--- config.mk ---
export PLATFORM = sky130hd
export DESIGN_NAME = idx_rtc
export DESIGN_NICKNAME = d
export VERILOG_FILES = /design/src/rtl/rtc_pkg.sv /design/src/rtl/rtc_ctrl.sv /design/src/rtl/rtc_datapath.sv /design/src/rtl/idx_rtc.sv
export SDC_FILE = /design/constraint.sdc
export NUM_CORES = 1
export LEC_CHECK = 0
export CAP_MARGIN = 5
export CORE_ASPECT_RATIO = 1.5
export CORE_UTILIZATION = 50
export DETAILED_ROUTE_END_ITERATION = 6
export DONT_BUFFER_PORTS = 1
export HOLD_SLACK_MARGIN = 0.05
export PLACE_DENSITY = 0.75
export SLEW_MARGIN = 20
export SYNTH_ARGS = -nofsm -noshare
export SYNTH_HDL_FRONTEND = slang
export SYNTH_SLANG_ARGS = --single-unit
--- constraint.sdc ---
create_clock -name clk -period 4.82 [get_ports clk]
set_input_delay 0.964 -clock clk [delete_from_list [all_inputs] [get_ports clk]]
set_output_delay 0.964 -clock clk [all_outputs]
set_load 0.02 [all_outputs]
--- src/rtl/rtc_pkg.sv ---
package rtc_pkg;
  localparam int SEC_W  = 6;
  localparam int MIN_W  = 6;
  localparam int HOUR_W = 5;
  localparam int WDAY_W = 3;
  localparam int MDAY_W = 5;
  localparam int MON_W  = 4;
  localparam int YEAR_W = 8;
  localparam int BYTE_W = 8;

  localparam logic [BYTE_W-1:0] CTLA_BASE = 8'h26;
  localparam logic [BYTE_W-1:0] CTLB_VAL  = 8'h46;
  localparam logic [BYTE_W-1:0] CTLC_VAL  = 8'h00;

  typedef enum logic [3:0] {
    SEL_SEC, SEL_MIN, SEL_HOUR, SEL_WDAY, SEL_MDAY, SEL_MON, SEL_YEAR,
    SEL_CTLA, SEL_CTLB, SEL_CTLC, SEL_BAD
  } rtcSel_e;

  typedef struct packed {
    logic    secTick;
    logic    dataRd;
    rtcSel_e sel;
  } rtcStrobe_t;

  // Year count is years past 1900: leap when divisible by 4, except 1900 and 2100.
  function automatic logic [MDAY_W-1:0] daysInMonth(input logic [MON_W-1:0] mon,
                                                    input logic [YEAR_W-1:0] yr);
    logic leap;
    leap = (yr[1:0] == 2'b00) && (yr != 8'd0) && (yr != 8'd200);
    case (mon)
      4'd2:                     return leap ? 5'd29 : 5'd28;
      4'd4, 4'd6, 4'd9, 4'd11:  return 5'd30;
      default:                  return 5'd31;
    endcase
  endfunction
endpackage

--- src/rtl/rtc_ctrl.sv ---
module rtc_ctrl
  import rtc_pkg::*;
#(
  parameter int               CLKS_PER_SEC = 100_000_000,
  parameter int               IRQ_DIV      = 97656,
  parameter logic [7:0]       INDEX_ADDR   = 8'h70,
  parameter logic [7:0]       DATA_ADDR    = 8'h71
) (
  input  logic              clk,
  input  logic              rstN,
  input  logic [BYTE_W-1:0] ioAddr,
  input  logic              wrEn,
  input  logic              rdEn,
  input  logic [BYTE_W-1:0] wrData,
  output rtcStrobe_t        strobe,
  output logic              errFlag,
  output logic              irqPulse
);
  localparam int SEC_CNT_W = $clog2(CLKS_PER_SEC + 1);
  localparam logic [SEC_CNT_W-1:0] SEC_LAST = SEC_CNT_W'(CLKS_PER_SEC - 1);

  logic [BYTE_W-1:0]    indexReg;
  logic [SEC_CNT_W-1:0] secCnt;
  rtcSel_e              selDec;
  logic                 dataWr;

  always_comb begin
    case (indexReg)
      8'd0:    selDec = SEL_SEC;
      8'd2:    selDec = SEL_MIN;
      8'd4:    selDec = SEL_HOUR;
      8'd6:    selDec = SEL_WDAY;
      8'd7:    selDec = SEL_MDAY;
      8'd8:    selDec = SEL_MON;
      8'd9:    selDec = SEL_YEAR;
      8'd10:   selDec = SEL_CTLA;
      8'd11:   selDec = SEL_CTLB;
      8'd12:   selDec = SEL_CTLC;
      default: selDec = SEL_BAD;
    endcase
  end

  assign dataWr         = wrEn && (ioAddr == DATA_ADDR);
  assign strobe.dataRd  = rdEn && (ioAddr == DATA_ADDR);
  assign strobe.secTick = (secCnt == SEC_LAST);
  assign strobe.sel     = selDec;

  always_ff @(posedge clk) begin
    if (!rstN) begin
      indexReg <= '0;
      secCnt   <= '0;
      errFlag  <= 1'b0;
    end else begin
      if (wrEn && (ioAddr == INDEX_ADDR)) indexReg <= wrData;
      secCnt  <= strobe.secTick ? '0 : secCnt + 1'b1;
      errFlag <= dataWr || (strobe.dataRd && (selDec == SEL_BAD));
    end
  end

  generate
    if (IRQ_DIV > 1) begin : g_irqDiv
      localparam int IRQ_CNT_W = $clog2(IRQ_DIV + 1);
      localparam logic [IRQ_CNT_W-1:0] IRQ_LAST = IRQ_CNT_W'(IRQ_DIV - 1);
      logic [IRQ_CNT_W-1:0] irqCnt;
      always_ff @(posedge clk) begin
        if (!rstN) begin
          irqCnt   <= '0;
          irqPulse <= 1'b0;
        end else begin
          irqPulse <= (irqCnt == IRQ_LAST);
          irqCnt   <= (irqCnt == IRQ_LAST) ? '0 : irqCnt + 1'b1;
        end
      end
      // a pulse never lasts two cycles when the divider exceeds one
      a_r9_single_pulse: assert property (@(posedge clk) disable iff (!rstN)
        irqPulse |=> !irqPulse);
    end else begin : g_irqEvery
      always_ff @(posedge clk) irqPulse <= rstN;
    end
  endgenerate

  // a data-port write is always flagged on the next cycle
  a_r10_write_flag: assert property (@(posedge clk) disable iff (!rstN)
    dataWr |=> errFlag);
  // a read of an unsupported slot is always flagged
  a_r10_bad_read_flag: assert property (@(posedge clk) disable iff (!rstN)
    (strobe.dataRd && strobe.sel == SEL_BAD) |=> errFlag);
  // the index only changes after an index-port write
  a_r2_index_stable: assert property (@(posedge clk) disable iff (!rstN)
    !(wrEn && ioAddr == INDEX_ADDR) |=> $stable(indexReg));
endmodule

--- src/rtl/rtc_datapath.sv ---
module rtc_datapath
  import rtc_pkg::*;
#(
  parameter int YEAR_OFFSET = 52
) (
  input  logic              clk,
  input  logic              rstN,
  input  rtcStrobe_t        strobe,
  input  logic [SEC_W-1:0]  presetSec,
  input  logic [MIN_W-1:0]  presetMin,
  input  logic [HOUR_W-1:0] presetHour,
  input  logic [WDAY_W-1:0] presetWday,
  input  logic [MDAY_W-1:0] presetMday,
  input  logic [MON_W-1:0]  presetMon,
  input  logic [YEAR_W-1:0] presetYear,
  output logic [BYTE_W-1:0] rdData,
  output logic              rdValid
);
  localparam logic [YEAR_W-1:0] YEAR_OFF = YEAR_W'(YEAR_OFFSET);

  logic [SEC_W-1:0]  secReg;
  logic [MIN_W-1:0]  minReg;
  logic [HOUR_W-1:0] hourReg;
  logic [WDAY_W-1:0] wdayReg;
  logic [MDAY_W-1:0] mdayReg;
  logic [MON_W-1:0]  monReg;
  logic [YEAR_W-1:0] yearReg;
  logic              uipFlag;
  logic [BYTE_W-1:0] muxVal;
  logic incMin, incHour, incDay, incMon, incYear;

  assign incMin  = strobe.secTick && (secReg == 6'd59);
  assign incHour = incMin  && (minReg  == 6'd59);
  assign incDay  = incHour && (hourReg == 5'd23);
  assign incMon  = incDay  && (mdayReg == daysInMonth(monReg, yearReg));
  assign incYear = incMon  && (monReg  == 4'd12);

  always_ff @(posedge clk) begin
    if (!rstN) begin
      secReg  <= presetSec;
      minReg  <= presetMin;
      hourReg <= presetHour;
      wdayReg <= presetWday;
      mdayReg <= presetMday;
      monReg  <= presetMon;
      yearReg <= presetYear;
    end else begin
      if (strobe.secTick) secReg  <= incMin  ? '0 : secReg + 1'b1;
      if (incMin)         minReg  <= incHour ? '0 : minReg + 1'b1;
      if (incHour)        hourReg <= incDay  ? '0 : hourReg + 1'b1;
      if (incDay) begin
        wdayReg <= (wdayReg == 3'd6) ? '0 : wdayReg + 1'b1;
        mdayReg <= incMon ? 5'd1 : mdayReg + 1'b1;
      end
      if (incMon)         monReg  <= incYear ? 4'd1 : monReg + 1'b1;
      if (incYear)        yearReg <= yearReg + 1'b1;
    end
  end

  always_comb begin
    case (strobe.sel)
      SEL_SEC:  muxVal = BYTE_W'(secReg);
      SEL_MIN:  muxVal = BYTE_W'(minReg);
      SEL_HOUR: muxVal = BYTE_W'(hourReg);
      SEL_WDAY: muxVal = BYTE_W'(wdayReg);
      SEL_MDAY: muxVal = BYTE_W'(mdayReg);
      SEL_MON:  muxVal = BYTE_W'(monReg);
      SEL_YEAR: muxVal = yearReg - YEAR_OFF;
      SEL_CTLA: muxVal = {uipFlag, 7'b0} | CTLA_BASE;
      SEL_CTLB: muxVal = CTLB_VAL;
      SEL_CTLC: muxVal = CTLC_VAL;
      default:  muxVal = '0;
    endcase
  end

  always_ff @(posedge clk) begin
    if (!rstN) begin
      uipFlag <= 1'b1;
      rdData  <= '0;
      rdValid <= 1'b0;
    end else begin
      rdValid <= strobe.dataRd;
      if (strobe.dataRd) rdData <= muxVal;
      if (strobe.dataRd && strobe.sel == SEL_CTLA) uipFlag <= ~uipFlag;
    end
  end

  // each control-A read inverts the in-progress bit
  a_r3_uip_toggles: assert property (@(posedge clk) disable iff (!rstN)
    (strobe.dataRd && strobe.sel == SEL_CTLA) |=> (uipFlag != $past(uipFlag)));
  // a valid strobe follows every data read
  a_r2_valid_follows: assert property (@(posedge clk) disable iff (!rstN)
    strobe.dataRd |=> rdValid);
  // clock fields stay in range
  a_r5_time_range: assert property (@(posedge clk) disable iff (!rstN)
    (secReg <= 6'd59) && (minReg <= 6'd59) && (hourReg <= 5'd23));
  // date fields stay in range
  a_r6_date_range: assert property (@(posedge clk) disable iff (!rstN)
    (monReg >= 4'd1) && (monReg <= 4'd12) && (mdayReg >= 5'd1)
    && (mdayReg <= daysInMonth(monReg, yearReg)));
  // weekday never passes 6
  a_r7_wday_range: assert property (@(posedge clk) disable iff (!rstN)
    wdayReg <= 3'd6);
  // seconds move only on a tick
  a_r5_sec_hold: assert property (@(posedge clk) disable iff (!rstN)
    !strobe.secTick |=> $stable(secReg));
endmodule

--- src/rtl/idx_rtc.sv ---
module idx_rtc
  import rtc_pkg::*;
#(
  parameter int         CLKS_PER_SEC = 100_000_000,
  parameter int         IRQ_RATE     = 1024,
  parameter int         YEAR_OFFSET  = 52,
  parameter logic [7:0] INDEX_ADDR   = 8'h70,
  parameter logic [7:0] DATA_ADDR    = 8'h71
) (
  input  logic       clk,
  input  logic       rstN,
  input  logic [7:0] ioAddr,
  input  logic       wrEn,
  input  logic       rdEn,
  input  logic [7:0] wrData,
  input  logic [5:0] presetSec,
  input  logic [5:0] presetMin,
  input  logic [4:0] presetHour,
  input  logic [2:0] presetWday,
  input  logic [4:0] presetMday,
  input  logic [3:0] presetMon,
  input  logic [7:0] presetYear,
  output logic [7:0] rdData,
  output logic       rdValid,
  output logic       errFlag,
  output logic       irqPulse
);
  localparam int IRQ_DIV = (CLKS_PER_SEC / IRQ_RATE > 0) ? CLKS_PER_SEC / IRQ_RATE : 1;

  rtcStrobe_t strobe;

  rtc_ctrl #(
    .CLKS_PER_SEC(CLKS_PER_SEC), .IRQ_DIV(IRQ_DIV),
    .INDEX_ADDR(INDEX_ADDR), .DATA_ADDR(DATA_ADDR)
  ) i_ctrl (
    .clk(clk), .rstN(rstN), .ioAddr(ioAddr), .wrEn(wrEn), .rdEn(rdEn),
    .wrData(wrData), .strobe(strobe), .errFlag(errFlag), .irqPulse(irqPulse)
  );

  rtc_datapath #(.YEAR_OFFSET(YEAR_OFFSET)) i_datapath (
    .clk(clk), .rstN(rstN), .strobe(strobe),
    .presetSec(presetSec), .presetMin(presetMin), .presetHour(presetHour),
    .presetWday(presetWday), .presetMday(presetMday), .presetMon(presetMon),
    .presetYear(presetYear), .rdData(rdData), .rdValid(rdValid)
  );
endmodule

==> metrics <==
result of the run completed; final critical-path setup slack 1.79 ns; number of buffers created by CTS 9; hold-fix buffer count after cts 0; total negative setup slack 0 ns; total power density per cell area 303 nW/um2; Resize count post-CTS 0; Synthesis Warnings 0; combined area of all synthesized cells 5840 um2; endpoint class of the critical path register; Die Y 134 um; startpoint type of the worst setup path primary input; reg-to-reg startpoint i_datapath.yearReg[2]; total chip power 1.88 mW; Filler Cells Inserted 1047; largest net degree at the start of global routing 68; total wire length 13100 um; path depth of the worst reg2reg path 7; period utilization 0.629; Cells after DPL 754; Switching Fraction 0.257; Initial Util 0.512; placeable core area 11400 um2; worst slack, placed 1.43 ns; Leakage 2.23 nW; slowest stage cell on the critical path or3_1; required time of the critical path 5.09 ns; Critical Path Stages 8; first-pass GRT wire length 21500 um; Async S/R FF share, synth 0; clock network latency to the later pin of the worst-skew pair 0.35 ns; commonest cells after routing, fill and taps aside nor2_1, dfxtp_1, nand2_1, nand3_1, edfxtp_1; normalized max-slew margin 0.319; instance count of the mapped netlist 635; post-route standard cell area excluding fillers 6190 um2; max_cap viols 0; DR vias/cell 5.89; drt initial violations 278; sequential group share of total power 0.533; residual antenna-violating net count after detailed routing 0; number of flops mapped to enable cells by yosys 37; logic gate share of total power 0.080; Hold Slack 0.477 ns; ys flop type dfxtp_1; number of synthesized register bits 105; maximum frequency from static timing analysis 330 MHz; Switching Power 0.482 mW; critical register-to-register path endpoint i_datapath.yearReg[7]; area delta synth->final 6.09%; type of the worst min-delay path register to register; area after detailed placement 5890 um2; transition at the pin with the smallest max-transition slack 1.02 ns; post-detailed-placement half-perimeter wirelength 9840 um; width of the chip 90.2 um; Final Max Tran Viols 0; Critical path buffers and inverters 1; final core occ 0.543; antenna violations before repair 0; global-route total usage across every layer 0.222; ratio of cells with drive above 1 in the final layout 0.0758; Clock Pin Slew Worst Setup and Hold Paths 0.08 ns; CTS Sinks 105; RD Place Congestion 0.886; worst-path maximum fanout 13; number of nets in the finished design 692; detail-routed net length per standard cell 17.0 um; HP Start i_ctrl.g_irqDiv.irqCnt[0]; Distinct cells, synth 63; peak per-stage delay on the critical path 0.58 ns; boundary pin count 68; Hold Vio Cnt, Final 0; Pre-antenna DRT Iters 5; cell chain of the critical path or4_4, or3_1, mux2i_1, nor2_1, inv_1, ha_1, mux2_2, a22oi_1; internal power consumption 1.40 mW; via count of the first global-routing pass 4471; Std-Cell Rows 48; clock tree from TritonCTS built; number of antenna repair diodes 0; class of the most critical setup path primary input to register; die footprint 12100 um2; Max clock buf depth 2; arrival time reported for the critical path endpoint 3.30 ns; Post-CTS Setup Repair Bufs 0; relative contribution of the clock network to total power 0.387; RSZ-0062 raised after global routing false; most common library cell in the layout ignoring fill and taps nor2_1; Final Instance Count excl. Fillers 770; Setup crit start ioAddr[0]; slack of the worst reg-to-reg path 1.82 ns; gate family responsible for the most delay along the worst path simple AND/OR/NAND/NOR gates; clock root cell clkbuf_16; Remaining DRCs 0; Clock Skew 0.00796 ns; Mean Syn Cell Area 9.19 um2; routed vias 4535; sequential area share after synthesis 0.423; count of port buffers added during placement 0; Clock H-tree levels 3; VDD IR-drop max 0.168 mV; total setup violations reported at the end of the flow 0; number of nets produced by synthesis 712; final critical-path required period 3.03 ns; total grt overflow 0
[synth_stat cells (3+ instances only)]
| library cell | n | area [um2] |
|---|---|---|
| a211oi_1 | 3 | 22.5 |
| a21oi_1 | 30 | 150 |
| a22oi_1 | 3 | 22.5 |
| a31o_2 | 9 | 78.8 |
| a31oi_1 | 5 | 31.3 |
| a32o_1 | 3 | 30.0 |
| and3_1 | 13 | 81.3 |
| and4_1 | 4 | 35.0 |
| buf_1 | 3 | 11.3 |
| buf_2 | 4 | 20.0 |
| clkbuf_1 | 23 | 86.3 |
| dfxtp_1 | 68 | 1360 |
| edfxtp_1 | 37 | 1110 |
| ha_1 | 20 | 250 |
| inv_1 | 21 | 78.8 |
| mux2_2 | 9 | 101 |
| mux2i_1 | 18 | 180 |
| nand2_1 | 41 | 154 |
| nand2b_1 | 6 | 37.5 |
| nand3_1 | 37 | 185 |
| nand3b_1 | 3 | 22.5 |
| nand4_1 | 17 | 106 |
| nand4b_1 | 4 | 35.0 |
| nor2_1 | 86 | 323 |
| nor2b_1 | 12 | 75.1 |
| nor3_1 | 18 | 90.1 |
| nor4_1 | 3 | 18.8 |
| nor4b_1 | 3 | 26.3 |
| o21ai_0 | 11 | 55.1 |
| o22ai_1 | 4 | 25.0 |
| o2bb2ai_1 | 6 | 52.6 |
| o31ai_1 | 4 | 30.0 |
| or2_2 | 4 | 25.0 |
| or3_1 | 3 | 18.8 |
| or4_1 | 3 | 22.5 |
| xnor2_1 | 29 | 254 |
| xor2_1 | 36 | 315 |
[state kept, by name, summed over array words and instances, names as in the netlist, named ones only]
name,cells
i_ctrl.errFlag,1
i_ctrl.g_irqDiv.irqCnt,17
i_ctrl.indexReg,8
i_ctrl.irqPulse,1
i_ctrl.secCnt,27
i_datapath.hourReg,5
i_datapath.mdayReg,5
i_datapath.minReg,6
i_datapath.monReg,4
i_datapath.rdData,8
i_datapath.rdValid,1
i_datapath.secReg,6
i_datapath.uipFlag,1
i_datapath.wdayReg,3
i_datapath.yearReg,8
[worst min-delay path by stage]
| stage | endpoint | slack [ns] | cells after the start |
|---|---|---|---|
| 2_1_floorplan | i_ctrl.g_irqDiv.irqCnt[0] | 0.43 | 1 |
| 3_3_place_gp | i_ctrl.g_irqDiv.irqCnt[0] | 0.44 | 1 |
| 3_5_place_dp | i_ctrl.g_irqDiv.irqCnt[0] | 0.46 | 1 |
| 4_1_cts | i_ctrl.g_irqDiv.irqCnt[0] | 0.48 | 1 |
| 5_1_grt | i_ctrl.secCnt[16] | 0.51 | 2 |
| 6_report | i_ctrl.g_irqDiv.irqCnt[0] | 0.48 | 1 |
[layout make-up]
cell class              instances  area (um2)  area share
multi-input cells             476        3150       0.508
flip-flops and latches        105        2470       0.399
clock buffers                   9         225      0.0364
well taps                     150         188      0.0303
inverters                      22        82.6      0.0133
clock inverters                 7        70.1      0.0113
repair buffers                  1        7.51     0.00121
[power by group through the flow]
stage | Combinational (mW) | Clock (mW) | Sequential (mW)
after global routing | 0.169 | 0.774 | 1.01
after CTS | 0.152 | 0.744 | 0.999
after global placement | 0.145 | 0 | 1.02
final | 0.151 | 0.727 | 1.00
after detailed placement | 0.150 | 0 | 1.02
after floorplan | 0.135 | 0 | 1.00
[cell families (layout without fill, tap and decap cells)]
group | count (synthesis) | after routing | synth area share
XOR/XNOR | 65 | 65 | 0.0975
AO/OA/AOI/OAI | 97 | 97 | 0.119
AND/OR/NAND/NOR | 267 | 267 | 0.231
adder cells (fa/ha/maj) | 20 | 20 | 0.0429
buffers and inverters | 54 | 39 | 0.0381
flip-flops | 105 | 105 | 0.423
multiplexers | 27 | 27 | 0.0482
[layer usage]
layer  track usage  routed length [um]  vias up
li1              -                   -     2227
met1         0.237                5140     2155
met2         0.413                6920      119
met3        0.0510                 637       34
met4        0.0968                 362        0
met5             0                   0        -
No activity file was read; power rests on OpenSTA's default activity.
